<file path="config.mk">
export PLATFORM = sky130hd
export DESIGN_NAME = insn_decode_top
export DESIGN_NICKNAME = d
export VERILOG_FILES = /design/src/rtl/idec_pkg.sv /design/src/rtl/idec_table.sv /design/src/rtl/idec_route.sv /design/src/rtl/insn_decode_top.sv
export SDC_FILE = /design/constraint.sdc
export NUM_CORES = 2
export LEC_CHECK = 0
export ABC_CLOCK_PERIOD_IN_PS = 5670
export CAP_MARGIN = 10
export CELL_PAD_IN_SITES_DETAIL_PLACEMENT = 0
export CELL_PAD_IN_SITES_GLOBAL_PLACEMENT = 1
export CORE_UTILIZATION = 58
export DETAILED_ROUTE_END_ITERATION = 16
export PLACE_DENSITY = 0.91
export SYNTH_ARGS = -nofsm -noshare
export SYNTH_HDL_FRONTEND = slang
export SYNTH_SLANG_ARGS = --single-unit
</file>
<file path="constraint.sdc">
create_clock -name clk -period 5.67 [get_ports clk]
set_input_delay 0.567 -clock clk [delete_from_list [all_inputs] [get_ports clk]]
set_output_delay 0.567 -clock clk [all_outputs]
set_load 0.03 [all_outputs]
</file>
<file path="src/rtl/idec_pkg.sv">
package idec_pkg;

  typedef enum logic [1:0] {
    TBL_REG  = 2'd0,
    TBL_MAIN = 2'd1,
    TBL_OVR  = 2'd2,
    TBL_NONE = 2'd3
  } tbl_sel_e;

endpackage

</file>
<file path="src/rtl/idec_table.sv">
module idec_table #(
  parameter int DEPTH = 32,
  parameter int WIDTH = 24,
  localparam int AW = $clog2(DEPTH)
) (
  input  logic             clk,
  input  logic             rst_n,
  input  logic             we,
  input  logic [AW-1:0]    waddr,
  input  logic [WIDTH-1:0] wdata,
  input  logic [AW-1:0]    raddr,
  output logic [WIDTH-1:0] rdata
);

  logic [WIDTH-1:0] mem [DEPTH];

  // registered read: a write in the same cycle is seen on the next read
  always_ff @(posedge clk) begin
    if (!rst_n) begin
      rdata <= '0;
      for (int i = 0; i < DEPTH; i++) mem[i] <= '0;
    end else begin
      rdata <= mem[raddr];
      if (we) mem[waddr] <= wdata;
    end
  end

endmodule

</file>
<file path="src/rtl/idec_route.sv">
module idec_route
  import idec_pkg::*;
#(
  parameter int          INSN_W  = 16,
  parameter int          OP6_W   = 6,
  parameter int          OP5_W   = 5,
  parameter int          OP5_LSB = 5,
  parameter int          OVR_AW  = 2,
  parameter int          OVR_LSB = 8,
  parameter logic [5:0]  PREFIX  = 6'b011111,
  localparam int         OP6_LSB = INSN_W - OP6_W
) (
  input  logic [INSN_W-1:0] insn,
  input  logic              wr_en,
  input  logic [1:0]        wr_sel,
  output logic              is_reg,
  output logic [OP5_W-1:0]  reg_idx,
  output logic [OP6_W-1:0]  main_idx,
  output logic [OVR_AW-1:0] ovr_idx,
  output logic              we_reg,
  output logic              we_main,
  output logic              we_ovr
);

  function automatic logic [OP6_W-1:0] f_top(input logic [INSN_W-1:0] w);
    return w[OP6_LSB +: OP6_W];
  endfunction

  function automatic logic f_class_reg(input logic [OP6_W-1:0] top);
    return top == OP6_W'(PREFIX);
  endfunction

  tbl_sel_e sel;
  logic     insn_unused;

  assign main_idx    = f_top(insn);
  assign is_reg      = f_class_reg(main_idx);
  assign reg_idx     = insn[OP5_LSB +: OP5_W];
  assign ovr_idx     = insn[OVR_LSB +: OVR_AW];
  assign insn_unused = ^insn[OP5_LSB-1:0];

  assign sel     = tbl_sel_e'(wr_sel);
  assign we_reg  = wr_en && (sel == TBL_REG);
  assign we_main = wr_en && (sel == TBL_MAIN);
  assign we_ovr  = wr_en && (sel == TBL_OVR);

endmodule

</file>
<file path="src/rtl/insn_decode_top.sv">
module insn_decode_top #(
  parameter int         INSN_W  = 16,
  parameter int         CW_W    = 24,
  parameter int         OP6_W   = 6,
  parameter int         OP5_W   = 5,
  parameter int         OP5_LSB = 5,
  parameter int         OVR_AW  = 2,
  parameter int         OVR_LSB = 8,
  parameter logic [5:0] PREFIX  = 6'b011111,
  localparam int        REG_DEPTH  = 1 << OP5_W,
  localparam int        MAIN_DEPTH = 1 << OP6_W,
  localparam int        OVR_DEPTH  = 1 << OVR_AW,
  localparam int        WA_W       = OP6_W
) (
  input  logic              clk,
  input  logic              rst_n,
  input  logic              in_valid,
  input  logic [INSN_W-1:0] in_insn,
  input  logic              wr_en,
  input  logic [1:0]        wr_sel,
  input  logic [WA_W-1:0]   wr_addr,
  input  logic [CW_W:0]     wr_data,
  output logic              out_valid,
  output logic [CW_W-1:0]   out_ctrl,
  output logic              out_illegal
);

  logic              is_reg;
  logic [OP5_W-1:0]  reg_idx;
  logic [OP6_W-1:0]  main_idx;
  logic [OVR_AW-1:0] ovr_idx;
  logic              we_reg, we_main, we_ovr;

  logic [CW_W-1:0]   reg_rd;
  logic [CW_W:0]     main_rd;
  logic [CW_W-1:0]   ovr_rd;

  logic              sel_reg_q;
  logic              refine_hit;
  logic [CW_W-1:0]   ctrl_pick;

  idec_route #(
    .INSN_W(INSN_W), .OP6_W(OP6_W), .OP5_W(OP5_W), .OP5_LSB(OP5_LSB),
    .OVR_AW(OVR_AW), .OVR_LSB(OVR_LSB), .PREFIX(PREFIX)
  ) u_route (
    .insn(in_insn), .wr_en(wr_en), .wr_sel(wr_sel),
    .is_reg(is_reg), .reg_idx(reg_idx), .main_idx(main_idx), .ovr_idx(ovr_idx),
    .we_reg(we_reg), .we_main(we_main), .we_ovr(we_ovr)
  );

  idec_table #(.DEPTH(REG_DEPTH), .WIDTH(CW_W)) u_reg_tbl (
    .clk(clk), .rst_n(rst_n), .we(we_reg),
    .waddr(wr_addr[OP5_W-1:0]), .wdata(wr_data[CW_W-1:0]),
    .raddr(reg_idx), .rdata(reg_rd)
  );

  idec_table #(.DEPTH(MAIN_DEPTH), .WIDTH(CW_W + 1)) u_main_tbl (
    .clk(clk), .rst_n(rst_n), .we(we_main),
    .waddr(wr_addr[OP6_W-1:0]), .wdata(wr_data),
    .raddr(main_idx), .rdata(main_rd)
  );

  idec_table #(.DEPTH(OVR_DEPTH), .WIDTH(CW_W)) u_ovr_tbl (
    .clk(clk), .rst_n(rst_n), .we(we_ovr),
    .waddr(wr_addr[OVR_AW-1:0]), .wdata(wr_data[CW_W-1:0]),
    .raddr(ovr_idx), .rdata(ovr_rd)
  );

  always_ff @(posedge clk) begin
    if (!rst_n) begin
      out_valid <= 1'b0;
      sel_reg_q <= 1'b0;
    end else begin
      out_valid <= in_valid;
      sel_reg_q <= is_reg;
    end
  end

  // collision fix-up: refine flag redirects to the override file
  assign refine_hit  = !sel_reg_q && main_rd[CW_W];
  assign ctrl_pick   = sel_reg_q  ? reg_rd :
                       refine_hit ? ovr_rd : main_rd[CW_W-1:0];
  assign out_ctrl    = out_valid ? ctrl_pick : '0;
  assign out_illegal = out_valid && (ctrl_pick == '0);

endmodule

</file>
Word level (Yosys, flattened, before mapping)
Memories as Yosys holds them, arrays and structs flattened. A register that Yosys moved wholly into a read port is not among the register bits.
Cells that the tools add are included.
{"block": "word_totals", "register_bits": 2, "latchBits": 0, "mem_bits_rw": 2464, "mem_bits_ro": 0, "in_bits": 53, "output_inout_bits": 26, "memories": 3}
{"block": "op_classes", "add_sub_neg": 0, "multipliers": 0, "div": 0, "n_lt_le_gt_ge": 0, "n_eq_ne": 3, "shift": 0, "muxes": 22, "n_bitwise": 0, "n_reduce_logical": 14}
{"name": "u_main_tbl.mem", "depth": 64, "word_bits": 25, "rd": 1, "rd_ports_with_merged_regs": 1, "wr": 64, "line_no": "idec_table.sv:15", "source": "logic [WIDTH-1:0] mem [DEPTH];"}
{"name": "u_reg_tbl.mem", "depth": 32, "word_bits": 24, "rd": 1, "rd_ports_with_merged_regs": 1, "wr": 32, "line_no": "idec_table.sv:15"}
{"name": "u_ovr_tbl.mem", "depth": 4, "word_bits": 24, "rd": 1, "rd_ports_with_merged_regs": 1, "wr": 4, "line_no": "idec_table.sv:15"}
{"operator": "24-bit two-way mux", "count": 5}
{"operator": "24-bit OR reduction", "count": 2}
{"operator": "25-bit two-way mux", "count": 1}
{"operator": "25-bit OR reduction", "count": 1}
{"operator": "24-bit logical NOT", "count": 1}
{"operator": "1-bit two-way mux", "count": 13}
{"operator": "6-bit by 5-bit equality test with 1-bit output, second input constant", "count": 1}
{"operator": "6-bit two-way mux", "count": 1}
{"operator": "1-bit logical AND", "count": 5}
{"operator": "5-bit two-way mux", "count": 1}
{"operator": "1-bit logical NOT", "count": 4}
{"operator": "2-bit by 1-bit equality test with 1-bit output, second input constant", "count": 1}
{"operator": "2-bit equality test, second input constant", "count": 1}
{"operator": "2-bit logical NOT", "count": 1}
{"operator": "2-bit two-way mux", "count": 1}

Logic depth before layout (Yosys ltp)
{"block": "logic_depth", "depth_word": 7, "mapped_depth": 9}

Hierarchy
A second synthesis with hierarchy kept.
{"block": "hier_totals", "hier_cells": 7360, "area_unflattened_um2": 114898.9}
{"mod": "idec_table at u_main_tbl", "instances": 1, "cells_each": 4629, "area_each_um2": 73379.1}
{"mod": "idec_table at u_reg_tbl", "instances": 1, "cells_each": 2259, "area_each_um2": 35596.6}
{"mod": "idec_table at u_ovr_tbl", "instances": 1, "cells_each": 322, "area_each_um2": 4884.7}
{"mod": "insn_decode_top", "instances": 1, "cells_each": 131, "area_each_um2": 899.6}
{"mod": "idec_route", "instances": 1, "cells_each": 19, "area_each_um2": 138.9}

Worst setup path before layout
Ideal clock, no wire load.
{"block": "synth_path", "path_type": "input to register", "from": "in wr_addr[0]", "to": "mem u_main_tbl.mem[29][0] (netlist bit) (enable)", "arrival_ps": 3205, "required_time_ps": 5228, "path_slack_ps": 2023, "cell_stages": 5, "n_path_buf": 2, "cell_sequence": "clkbuf_1 nor2b_1 nand2_1 clkbuf_1 o21ai_0"}
{"item": "start: declaration", "line_no": "insn_decode_top.sv:21", "source": "input logic [WA_W-1:0] wr_addr,"}
{"item": "end: declaration", "line_no": "idec_table.sv:15"}

Final worst setup path
{"block": "layout_path", "from": "reg u_main_tbl.rdata[24] (read register of u_main_tbl.mem)", "to": "out out_illegal"}
{"block": "layout_via", "elab_chain_len": 5}
{"item": "start: declaration", "line_no": "idec_table.sv:12", "source": "output logic [WIDTH-1:0] rdata"}
{"item": "1-bit logical AND", "line_no": "insn_decode_top.sv:80", "source": "assign refine_hit = !sel_reg_q && main_rd[CW_W];"}
{"item": "24-bit two-way mux", "line_no": "insn_decode_top.sv:82", "source": "refine_hit ? ovr_rd : main_rd[CW_W-1:0];"}
{"item": "24-bit two-way mux", "line_no": "insn_decode_top.sv:81", "source": "assign ctrl_pick = sel_reg_q ? reg_rd :"}
{"item": "24-bit logical NOT", "line_no": "insn_decode_top.sv:84", "source": "assign out_illegal = out_valid && (ctrl_pick == '0);"}
{"item": "1-bit logical AND", "line_no": "insn_decode_top.sv:84"}
{"item": "end: declaration", "line_no": "insn_decode_top.sv:25", "source": "output logic out_illegal"}
Every way passes these cells.

==> impl_metrics.py <==
metrics = {
    "run_status": {
        "status": "complete, no violations",
    },
    "routing": {
        "dr.pass1.iters": 6,
        "via_per_inst": 6.32,
        "wire_per_inst_microns": 29.3,
        "drt-initial-drc-count": 8473,
        "vias": 64773,
        "wl_microns": 300000,
        "drtAntennaViolNets": 0,
        "drc": 0,
    },
    "clocking": {
        "numCtsBuffers": 237,
        "cts_tree": "built",
        "clk_latency_ns": 0.88,
        "clockBufferDepth": 3,
        "htree_levels": 4,
        "clock-sinks": 2539,
        "post-cts-setup-buffers": 0,
        "hold_buffers": 0,
        "cts_root_buf": "clkbuf_16",
        "clkTransAtPathRegs_ns": 0.06,
        "cts-resized-gates": 0,
    },
    "floorplanning": {
        "coreArea_sq_um": 195000,
        "rows": 162,
        "die_y_microns": 445,
        "die_area_sq_um": 198000,
        "dieWidth_microns": 445,
        "start_util": 0.583,
        "num_io_pins": 79,
    },
    "timing": {
        "setup_ws_ns": 0.783,
        "fin_tns_setup_ns": 0,
        "clock.fmax_ghz": 0.205,
        "slew_viol_final": 0,
        "hold_violations": 0,
        "final-setup-viol-count": 0,
        "min_period_over_period": 0.862,
        "worst_clock_skew_ns": 0.0322,
        "period_minus_slack_ns": 4.89,
        "worst_pin_slew_ns": 1.38,
        "rsz0062_at_grt": "false",
        "relSlewSlack": 0.0829,
    },
    "worst_hold_path": {
        "worstHoldStart": "wr_data[23]",
        "holdCritPathClass": "in2reg",
        "hold_end": "u_reg_tbl.mem[4][23]",
        "hold_depth": 2,
    },
    "logic_synthesis": {
        "ys_seq_area_frac": 0.664,
        "yosysUniqueCellTypes": 50,
        "avgSynthCellArea_sq_um": 15.1,
        "syn_area_sq_um": 114000,
        "syn_nets": 7590,
        "synth-async-reset-ratio": 0,
        "synth_edf_count": 2464,
        "yosysWarnings": 0,
        "syn_inst": 7537,
        "ys.flop_type": "edfxtp_1",
        "synth.ff_latch_count": 2539,
    },
    "placed_design": {
        "dp_hpwl_microns": 176000,
        "dp.cells": 9791,
        "globalplace.congestion": 0.889,
        "dpl_cell_area_sq_um": 117000,
        "post-place-ws_ns": 1.54,
        "portBuffers": 73,
    },
    "layout": {
        "syn_to_final_growth_pct": 10.1,
        "final_common_cell": "edfxtp_1",
        "postLayoutCellArea_sq_um": 125000,
        "fin_cells": 10241,
        "drive_gt1_frac": 0.181,
        "nNetsFinal": 7459,
        "layout_common_cells": "edfxtp_1 (2464), and2_1 (2394), mux4_2 (494)",
    },
    "global_routing": {
        "grt_first_pass_wirelength_microns": 431000,
        "grt.total_usage": 0.302,
        "grt_max_degree": 107,
        "grt_remaining_overflow": 0,
        "antenna_found_initial": 15,
        "grt_pass1_vias": 63429,
    },
    "setup_path": {
        "r2r_start": "u_main_tbl.mem[39][19]",
        "critPathLaunchType": "register",
        "crit_path_max_fanout": 14,
        "r2r_end": "u_main_tbl.rdata[19]",
        "worstSetupPathType": "reg2out",
        "reg2reg_setup_slack_ns": 3.23,
        "worstPathArrival_ns": 4.32,
        "reg2reg_depth": 5,
        "end_kind": "output port",
        "cp_data_required_time_ns": 5.10,
    },
    "power": {
        "irDropWorstVdd_uv": 298,
        "cellLeakagePower_nw": 43.5,
        "p_total_mw": 40.7,
        "power.density_nw_per_um2": 325,
    },
    "run": {
        "max-cap-violations": 0,
    },
}
==> flip-flops by register name (all words and copies together), names as in the netlist <==
signal and count:
out_valid 1, sel_reg_q 1, u_main_tbl.mem 1600, u_main_tbl.rdata 25
u_ovr_tbl.mem 96, u_ovr_tbl.rdata 24, u_reg_tbl.mem 768, u_reg_tbl.rdata 24
==> where the power goes <==
group          internal [mW]  total (mW)  switching (mW)
combinational           1.03        2.98            1.95
sequential              21.5        21.8           0.290
clock                   9.08        15.9            6.83
==> Yosys cell counts (24+ instances only) <==
| master | count | share of area |
|---|---|---|
| inv_1 | 25 | 0.00082 |
| o221ai_1 | 26 | 0.0020 |
| o21ai_0 | 100 | 0.0044 |
| mux2_2 | 75 | 0.0074 |
| a211oi_1 | 24 | 0.0016 |
| o22ai_1 | 79 | 0.0043 |
| and2_1 | 2396 | 0.13 |
| mux4_2 | 494 | 0.098 |
| mux2i_1 | 215 | 0.019 |
| buf_2 | 78 | 0.0034 |
| clkbuf_1 | 604 | 0.020 |
| dfxtp_1 | 75 | 0.013 |
| edfxtp_1 | 2464 | 0.65 |
| nor2_1 | 244 | 0.0081 |
| buf_4 | 32 | 0.0021 |
| a21oi_1 | 121 | 0.0053 |
| o2111ai_1 | 29 | 0.0022 |
| nor2b_1 | 54 | 0.0030 |
| a22oi_1 | 144 | 0.0095 |
| nand2_1 | 110 | 0.0036 |
==> routing by layer <==
layer | vias up | global-route usage | wire length [microns]
met4 | 6 | 0.123 | 12900
met3 | 533 | 0.0654 | 34200
li1 | 27325 | - | -
met2 | 3880 | 0.473 | 142000
met1 | 33029 | 0.415 | 111000
met5 | - | 0 | 41
==> cell type report <==
class	count	area, sq um
clock buffers	315	6530
fillers	13487	69800
diodes	10	25.0
inverters	26	97.6
clock inverters	125	1200
repair buffers	360	2990
well taps	2624	3280
flip-flops and latches	2539	75500
multi-input cells	4242	35600
==> critical path, stage by stage, from the launching register on <==
cell	delay, ns
dfxtp_1	0.83
mux2_2	0.43
mux2i_1	0.25
nand4_1	0.14
or4_1	0.56
nor4_1	0.46
clkdlybuf4s50_1	0.76
==> how the worst max path moves through the flow <==
| stage | startpoint | to | slack (ns) | cells after the start |
|---|---|---|---|---|
| 2_1_floorplan | wr_addr[0] | u_main_tbl.mem[29][0] | 2.02 | 5 |
| 3_3_place_gp | wr_sel[1] | u_main_tbl.mem[39][23] | 1.57 | 7 |
| 3_5_place_dp | wr_sel[1] | u_main_tbl.mem[39][21] | 1.54 | 7 |
| 4_1_cts | u_main_tbl.rdata[24] | out_illegal | 0.76 | 6 |
| 5_1_grt | u_main_tbl.rdata[24] | out_illegal | 0.71 | 6 |
| 6_report | u_main_tbl.rdata[24] | out_illegal | 0.78 | 6 |
==> per-stage QoR <==
step	utilization	hold WS, ns
floorplan	-	0.635
global placement	0.602	0.638
detailed placement	0.602	0.652
CTS	0.642	0.0624
global route	0.642	0.102
finish	0.642	0.124
==> cells by family (layout without fill, tap and decap cells) <==
group / Yosys count / in the layout / share of synthesized area
AO/OA/AOI/OAI: 582 / 582 / 0.0336
buffers and inverters: 756 / 826 / 0.0276
AND/OR/NAND/NOR: 2870 / 2870 / 0.150
other: 0 / 10 / 0
flip-flops: 2539 / 2539 / 0.664
multiplexers: 790 / 790 / 0.125
Note: power is estimated with default switching activity, not from simulation.
